`config.mk`:
```
export PLATFORM = sky130hd
export DESIGN_NAME = rdlMsgFifo
export DESIGN_NICKNAME = d
export VERILOG_FILES = /design/src/rtl/rdl_msg_pkg.sv /design/src/rtl/rdlFifoDatapath.sv /design/src/rtl/rdlMsgControl.sv /design/src/rtl/rdlMsgFifo.sv
export SDC_FILE = /design/constraint.sdc
export NUM_CORES = 1
export LEC_CHECK = 0
export BUFFER_PORTS_ARGS = -buffer_cell sky130_fd_sc_hd__buf_2
export CAP_MARGIN = 10
export CORE_MARGIN = 1
export CORE_UTILIZATION = 25
export DETAILED_ROUTE_END_ITERATION = 16
export PLACE_DENSITY = 0.46
export RECOVER_POWER = 25
export SETUP_SLACK_MARGIN = 0.3
export SLEW_MARGIN = 10
export SYNTH_ARGS = -nofsm -noshare
export SYNTH_HDL_FRONTEND = slang
export SYNTH_SLANG_ARGS = --single-unit
```
`constraint.sdc`:
```
create_clock -name clk -period 10.15 [get_ports clk]
set_input_delay 0.5075 -clock clk [delete_from_list [all_inputs] [get_ports clk]]
set_output_delay 0.5075 -clock clk [all_outputs]
set_load 0.005 [all_outputs]
```
`src/rtl/rdl_msg_pkg.sv`:
```
package rdl_msg_pkg;

  localparam int BYTE_W = 8;

  // status words: bit7 = status entry, bit1 = fill-limit end, bit0 = partial
  localparam logic [BYTE_W-1:0] STAT_FILL = 8'h83;
  localparam logic [BYTE_W-1:0] STAT_NEAR = 8'h81;

  // strobes from control to datapath
  typedef struct packed {
    logic              putData;
    logic              putStat;
    logic [BYTE_W-1:0] dataByte;
    logic [BYTE_W-1:0] statByte;
    logic              rdReq;
    logic              rdPop;
  } fifoCmd_t;

endpackage

```
`src/rtl/rdlFifoDatapath.sv`:
```
module rdlFifoDatapath
  import rdl_msg_pkg::*;
#(
  parameter int DEPTH = 64,
  localparam int ADDR_W = $clog2(DEPTH),
  localparam int CNT_W = ADDR_W + 1
) (
  input  logic              clk,
  input  logic              rstN,
  input  fifoCmd_t          cmd,
  output logic [CNT_W-1:0]  count,
  output logic [BYTE_W-1:0] rdData
);

  logic [BYTE_W-1:0] mem [DEPTH];
  logic [ADDR_W-1:0] wrPtr;
  logic [ADDR_W-1:0] rdPtr;
  logic [ADDR_W-1:0] statAddr;
  logic [ADDR_W-1:0] wrStep;
  logic [CNT_W-1:0]  addCnt;

  // the status word lands behind the data byte written in the same cycle
  assign statAddr = cmd.putData ? wrPtr + ADDR_W'(1) : wrPtr;
  assign wrStep   = ADDR_W'(cmd.putData) + ADDR_W'(cmd.putStat);
  assign addCnt   = CNT_W'(cmd.putData) + CNT_W'(cmd.putStat);

  always_ff @(posedge clk) begin
    if (cmd.putData) mem[wrPtr] <= cmd.dataByte;
    if (cmd.putStat) mem[statAddr] <= cmd.statByte;
  end

  always_ff @(posedge clk) begin
    if (!rstN) begin
      wrPtr  <= '0;
      rdPtr  <= '0;
      count  <= '0;
      rdData <= '0;
    end else begin
      wrPtr <= wrPtr + wrStep;
      if (cmd.rdPop) rdPtr <= rdPtr + ADDR_W'(1);
      count <= count + addCnt - CNT_W'(cmd.rdPop);
      if (cmd.rdReq) rdData <= cmd.rdPop ? mem[rdPtr] : '0;
    end
  end

endmodule

```
`src/rtl/rdlMsgControl.sv`:
```
module rdlMsgControl
  import rdl_msg_pkg::*;
#(
  parameter int DEPTH = 64,
  parameter int T1_BASE = 6,
  parameter int E1_BASE = 8,
  localparam int ADDR_W = $clog2(DEPTH),
  localparam int CNT_W = ADDR_W + 1,
  localparam int MAX_LIM = 3 * ((T1_BASE > E1_BASE) ? T1_BASE : E1_BASE),
  localparam int MSG_W = $clog2(MAX_LIM + 1)
) (
  input  logic              clk,
  input  logic              rstN,
  input  logic              wrEn,
  input  logic [BYTE_W-1:0] wrByte,
  input  logic              pack6,
  input  logic              isE1,
  input  logic [1:0]        fillCode,
  input  logic [ADDR_W-1:0] nearThresh,
  input  logic              rdEn,
  input  logic              clrFull,
  input  logic              clrNear,
  input  logic              clrMsg,
  input  logic              clrOvf,
  input  logic [CNT_W-1:0]  count,
  output fifoCmd_t          cmd,
  output logic              fullIrq,
  output logic              nearIrq,
  output logic              msgIrq,
  output logic              nearLevel,
  output logic              overflow
);

  logic [MSG_W-1:0] msgCnt;
  logic [MSG_W-1:0] baseCnt;
  logic [MSG_W-1:0] nextMsg;
  logic [MSG_W-1:0] fillLimit;
  logic [1:0]       prevCode;
  logic             prevE1;
  logic             cfgChanged;
  logic [CNT_W-1:0] freeNow;
  logic [CNT_W-1:0] afterCnt;
  logic [CNT_W-1:0] freeAfter;
  logic [CNT_W-1:0] threshExt;
  logic [CNT_W-1:0] drainCnt;
  logic             room;
  logic             acceptData;
  logic             spaceForStat;
  logic             fillHit;
  logic             nearHit;
  logic             nearStat;
  logic             needStat;
  logic             statDrop;
  logic             rdPop;

  // fill-limit decode: code times the base of the line mode, code 0 off
  always_comb begin
    logic [MSG_W-1:0] base;
    base = isE1 ? MSG_W'(E1_BASE) : MSG_W'(T1_BASE);
    unique case (fillCode)
      2'd0:    fillLimit = '0;
      2'd1:    fillLimit = base;
      2'd2:    fillLimit = MSG_W'(2 * base);
      default: fillLimit = MSG_W'(3 * base);
    endcase
  end

  assign cfgChanged   = (fillCode != prevCode) || (isE1 != prevE1);
  assign room         = count < CNT_W'(DEPTH);
  assign acceptData   = wrEn && room;
  assign freeNow      = CNT_W'(DEPTH) - count;
  assign spaceForStat = freeNow > CNT_W'(1);
  assign threshExt    = CNT_W'(nearThresh);

  assign baseCnt  = cfgChanged ? '0 : msgCnt;
  assign nextMsg  = baseCnt + MSG_W'(1);
  assign fillHit  = acceptData && (fillLimit != '0) && (nextMsg == fillLimit);

  assign afterCnt  = count + CNT_W'(1) + CNT_W'(fillHit && spaceForStat);
  assign freeAfter = CNT_W'(DEPTH) - afterCnt;
  assign nearHit   = acceptData && (freeNow > threshExt) && (freeAfter <= threshExt);
  assign nearStat  = nearHit && !fillHit;
  assign needStat  = fillHit || nearStat;
  assign statDrop  = needStat && !spaceForStat;
  assign rdPop     = rdEn && (count != '0);

  always_comb begin
    cmd          = '0;
    cmd.putData  = acceptData;
    cmd.dataByte = pack6 ? {2'b00, wrByte[5:0]} : wrByte;
    cmd.putStat  = needStat && spaceForStat;
    cmd.statByte = fillHit ? STAT_FILL : STAT_NEAR;
    cmd.rdReq    = rdEn;
    cmd.rdPop    = rdPop;
  end

  always_ff @(posedge clk) begin
    if (!rstN) begin
      msgCnt   <= '0;
      prevCode <= '0;
      prevE1   <= 1'b0;
    end else begin
      prevCode <= fillCode;
      prevE1   <= isE1;
      if (acceptData) msgCnt <= (fillHit || nearHit) ? '0 : nextMsg;
      else            msgCnt <= baseCnt;
    end
  end

  // sticky flags: a set condition beats a clear pulse
  always_ff @(posedge clk) begin
    if (!rstN) begin
      fullIrq  <= 1'b0;
      nearIrq  <= 1'b0;
      msgIrq   <= 1'b0;
      overflow <= 1'b0;
    end else begin
      if (fillHit)      fullIrq <= 1'b1;
      else if (clrFull) fullIrq <= 1'b0;
      if (nearHit)      nearIrq <= 1'b1;
      else if (clrNear) nearIrq <= 1'b0;
      if (nearStat)     msgIrq <= 1'b1;
      else if (clrMsg)  msgIrq <= 1'b0;
      if ((wrEn && !room) || statDrop) overflow <= 1'b1;
      else if (clrOvf)                 overflow <= 1'b0;
    end
  end

  // level flag drains after DEPTH - threshold successful reads
  always_ff @(posedge clk) begin
    if (!rstN) begin
      nearLevel <= 1'b0;
      drainCnt  <= '0;
    end else if (nearHit) begin
      nearLevel <= 1'b1;
      drainCnt  <= CNT_W'(DEPTH) - threshExt;
    end else if (nearLevel && rdPop) begin
      drainCnt <= drainCnt - CNT_W'(1);
      if (drainCnt == CNT_W'(1)) nearLevel <= 1'b0;
    end
  end

endmodule

```
`src/rtl/rdlMsgFifo.sv`:
```
module rdlMsgFifo
  import rdl_msg_pkg::*;
#(
  parameter int DEPTH = 64,
  parameter int T1_BASE = 6,
  parameter int E1_BASE = 8,
  localparam int ADDR_W = $clog2(DEPTH),
  localparam int CNT_W = ADDR_W + 1
) (
  input  logic              clk,
  input  logic              rstN,
  input  logic              wrEn,
  input  logic [7:0]        wrByte,
  input  logic              pack6,
  input  logic              isE1,
  input  logic [1:0]        fillCode,
  input  logic [ADDR_W-1:0] nearThresh,
  input  logic              rdEn,
  output logic [7:0]        rdData,
  output logic              fifoEmpty,
  output logic              fullIrq,
  input  logic              clrFull,
  output logic              nearIrq,
  input  logic              clrNear,
  output logic              nearLevel,
  output logic              msgIrq,
  input  logic              clrMsg,
  output logic              overflow,
  input  logic              clrOvf
);

  fifoCmd_t         fifoCmd;
  logic [CNT_W-1:0] fifoCount;

  rdlMsgControl #(
    .DEPTH(DEPTH), .T1_BASE(T1_BASE), .E1_BASE(E1_BASE)
  ) u_ctrl (
    .clk(clk), .rstN(rstN), .wrEn(wrEn), .wrByte(wrByte), .pack6(pack6),
    .isE1(isE1), .fillCode(fillCode), .nearThresh(nearThresh), .rdEn(rdEn),
    .clrFull(clrFull), .clrNear(clrNear), .clrMsg(clrMsg), .clrOvf(clrOvf),
    .count(fifoCount), .cmd(fifoCmd), .fullIrq(fullIrq), .nearIrq(nearIrq),
    .msgIrq(msgIrq), .nearLevel(nearLevel), .overflow(overflow)
  );

  rdlFifoDatapath #(.DEPTH(DEPTH)) u_dp (
    .clk(clk), .rstN(rstN), .cmd(fifoCmd), .count(fifoCount), .rdData(rdData)
  );

  assign fifoEmpty = (fifoCount == '0);

endmodule

```
==> results.py <==
metrics = {
    "critical_path": {
        "crit_slowest_cell": "nor3_1",
        "reg2reg_slack_ns": 1.93,
        "crit_top_cell": "ha_1",
        "crit_path_end_kind": "register",
        "critical_path.max_stage_delay_ns": 0.72,
        "cp.required_ns": 10.65,
        "critPathLaunchType": "register",
        "cp_max_fo": 58,
        "arrival_ns": 8.72,
        "critPathKind": "register to register",
    },
    "clock_network": {
        "cts_hold_buf": 0,
        "cts_made_buffers": 68,
        "postCtsSetupRepairBufs": 0,
        "clkTransAtPathRegs_ns": 0.05,
        "cts_tree": "built",
        "clock_latency_ns": 0.62,
        "clockBufferDepth": 3,
        "ctsResizeCount": 0,
        "h-tree-depth": 3,
        "cts-root-buf": "clkbuf_16",
        "cts_sinks": 565,
    },
    "timing": {
        "tns_ns": 0,
        "clock_skew_ns": 0.0209,
        "setup_slack_ns": 1.93,
        "finalCriticalPeriod_ns": 8.22,
        "setup_viol": 0,
        "tightest_slew_ns": 3.38,
        "post-route-period-util": 0.810,
        "fmax_ghz": 0.122,
        "max_slew_margin": -1.26,
        "rsz0062_at_grt": "false",
        "slew_violations": 203,
        "hold_violations": 0,
    },
    "drt": {
        "drt_iter0_markers": 2202,
        "wl_mm": 105,
        "routedWlPerCell_um": 23.0,
        "drtPass1Iterations": 7,
        "remaining_drc_errors": 0,
        "vias": 23811,
        "via_per_inst": 5.21,
        "drtAntennaViolNets": 0,
    },
    "run": {
        "drv_cap": 5,
    },
    "synthesis": {
        "synthArstFlopShare": 0,
        "synth_cell_types": 85,
        "yosys_warnings": 0,
        "synth_edf_count": 64,
        "synth_area_leader_cell": "dfxtp_1",
        "ys_seq_elements": 565,
        "syn_avg_cell_area_sq_um": 9.25,
        "syn_area_sq_um": 28600,
        "syn_inst": 3090,
        "synth_area_leaders": "dfxtp_1, mux4_2, edfxtp_1, a21oi_1, nor2_1",
        "synth_top_area_share": 0.351,
        "yosysSeqAreaShare": 0.418,
        "yosys_most_used_dff": "dfxtp_1",
        "syn-num-nets": 3161,
    },
    "placed_design": {
        "place_congestion": 0.893,
        "numPortBuffers": 39,
        "pre_cts_ws_ns": 2.00,
        "hpwl_mm": 67.7,
        "dp_cells": 4450,
    },
    "global_route": {
        "antenna_found_initial": 1,
        "grtUsageTotal": 0.179,
        "globalRouteOverflowTotal": 0,
        "grt_pass1_vias": 23112,
        "grt_max_degree": 65,
        "grt_pass1_wl_mm": 158,
    },
    "power": {
        "powerDensity_nw_per_um2": 214,
        "p_leak_uw": 0.0113,
        "peakVddDrop_uv": 345,
    },
    "floorplanning": {
        "initial_core_util": 0.253,
        "die_area_sq_um": 116000,
        "rows": 123,
        "pin_count": 40,
        "die_h_um": 340,
        "core-area_sq_um": 113000,
        "die_x_um": 340,
    },
    "final_layout": {
        "syn_to_final_growth_pct": 12.5,
        "finalNonFillerCells": 4574,
        "finalNetCount": 3091,
        "drive_above_1_share": 0.142,
        "layout_common_cells": "dfxtp_1, nor2_1, nand2_1",
        "final_common_cell": "dfxtp_1",
    },
    "outcome": {
        "outcome": "finished with violations",
        "violations": "capacitance limit, slew limit",
    },
    "min_path": {
        "hp-class": "input port to register",
    },
}
-- cell type report --
type,instances,area (sq um)
Antenna cell,1,2.50
Clock buffer,110,2010
Clock inverter,13,144
Fill cell,12018,80800
Inverter,38,143
Multi-Input combinational cell,2243,15300
Sequential cell,565,12000
Tap cell,1500,1880
Timing Repair Buffer,104,661
-- registers in the layout (all words and copies together), names as in the netlist, named ones only --
register	flops
u_ctrl.msgIrq	1
u_dp.count	7
u_ctrl.nearIrq	1
u_dp.rdData	8
u_dp.wrPtr	6
u_ctrl.drainCnt	7
u_ctrl.msgCnt	5
u_ctrl.overflow	1
u_dp.rdPtr	6
u_ctrl.nearLevel	1
u_ctrl.prevCode	2
u_dp.mem	512
u_ctrl.prevE1	1
u_ctrl.fullIrq	1
-- critical path, delay by kind of cell (launching register included) --
family	cells	cell delay (ns)
fa+ha+maj	8	2.24
simple gates	9	2.08
compound gates	11	2.03
buf+inv	5	1.01
xor+xnor	3	0.41
flops	1	0.30
-- synth_stat cells, types with 10 or more instances --
cell type,count
mux4_2,128
buf_1,32
nor2b_1,21
nor3_2,11
o211ai_1,100
mux2i_1,94
a22oi_1,16
dfxtp_1,501
a21o_1,14
clkbuf_1,160
a211oi_4,46
a211oi_2,17
nand2_1,318
a211o_1,24
and2_1,21
a21oi_1,314
o21ai_0,40
o22ai_1,70
nand2b_1,23
edfxtp_1,64
nor3_1,254
nand3_1,127
nor2_1,401
buf_4,10
inv_1,36
xnor2_1,26
buf_2,32
and3_1,21
ha_1,42
-- metrics by stage --
step | hold slack (ns) | cell area, sq um | power, uW | utilization
floorplan | 0.430 | 28600 | 3890 | -
global placement | 0.443 | 30200 | 4550 | 0.267
detailed placement | 0.448 | 30200 | 4550 | 0.267
CTS | 0.144 | 32300 | 6990 | 0.286
global route | 0.197 | 32100 | 7220 | 0.285
finish | 0.180 | 32100 | 6890 | 0.285
-- per-layer routing --
layer / global-route usage / vias to the layer above / wire, um
li1: - / 11074 / -
met1: 0.256 / 11836 / 49600
met2: 0.272 / 760 / 46100
met3: 0.0349 / 141 / 7030
met4: 0.0484 / 0 / 2650
met5: 0 / - / 0
-- cell families (layout without fill, tap and decap cells) --
family | Yosys count | after routing | synth area share
multiplexers | 226 | 226 | 0.135
XOR/XNOR | 35 | 35 | 0.0107
other | 0 | 1 | 0
AND/OR/NAND/NOR | 1240 | 1240 | 0.195
flip-flops | 565 | 565 | 0.418
buffers and inverters | 282 | 265 | 0.0430
AO/OA/AOI/OAI | 697 | 697 | 0.177
adder cells (fa/ha/maj) | 45 | 45 | 0.0205
-- final timing paths --
path,start,to,cells past startpoint
max,u_ctrl.prevCode[1]$_SDFF_PN0_,u_dp.count[6]$_SDFF_PN0_,36
max reg2reg,u_ctrl.prevCode[1]$_SDFF_PN0_,u_dp.count[6]$_SDFF_PN0_,36
min reg2reg,u_dp.mem[10][7]$_SDFFE_PP1P_,u_dp.mem[10][7]$_SDFFE_PP1P_,1
min,clrNear,u_ctrl.nearIrq$_SDFFE_PN0P_,3
-- power breakdown --
part / internal, uW / switching [uW]
logic: 635 / 1250
clock network: 1410 / 1010
registers: 2410 / 174
(Power assumes the default switching activity.)
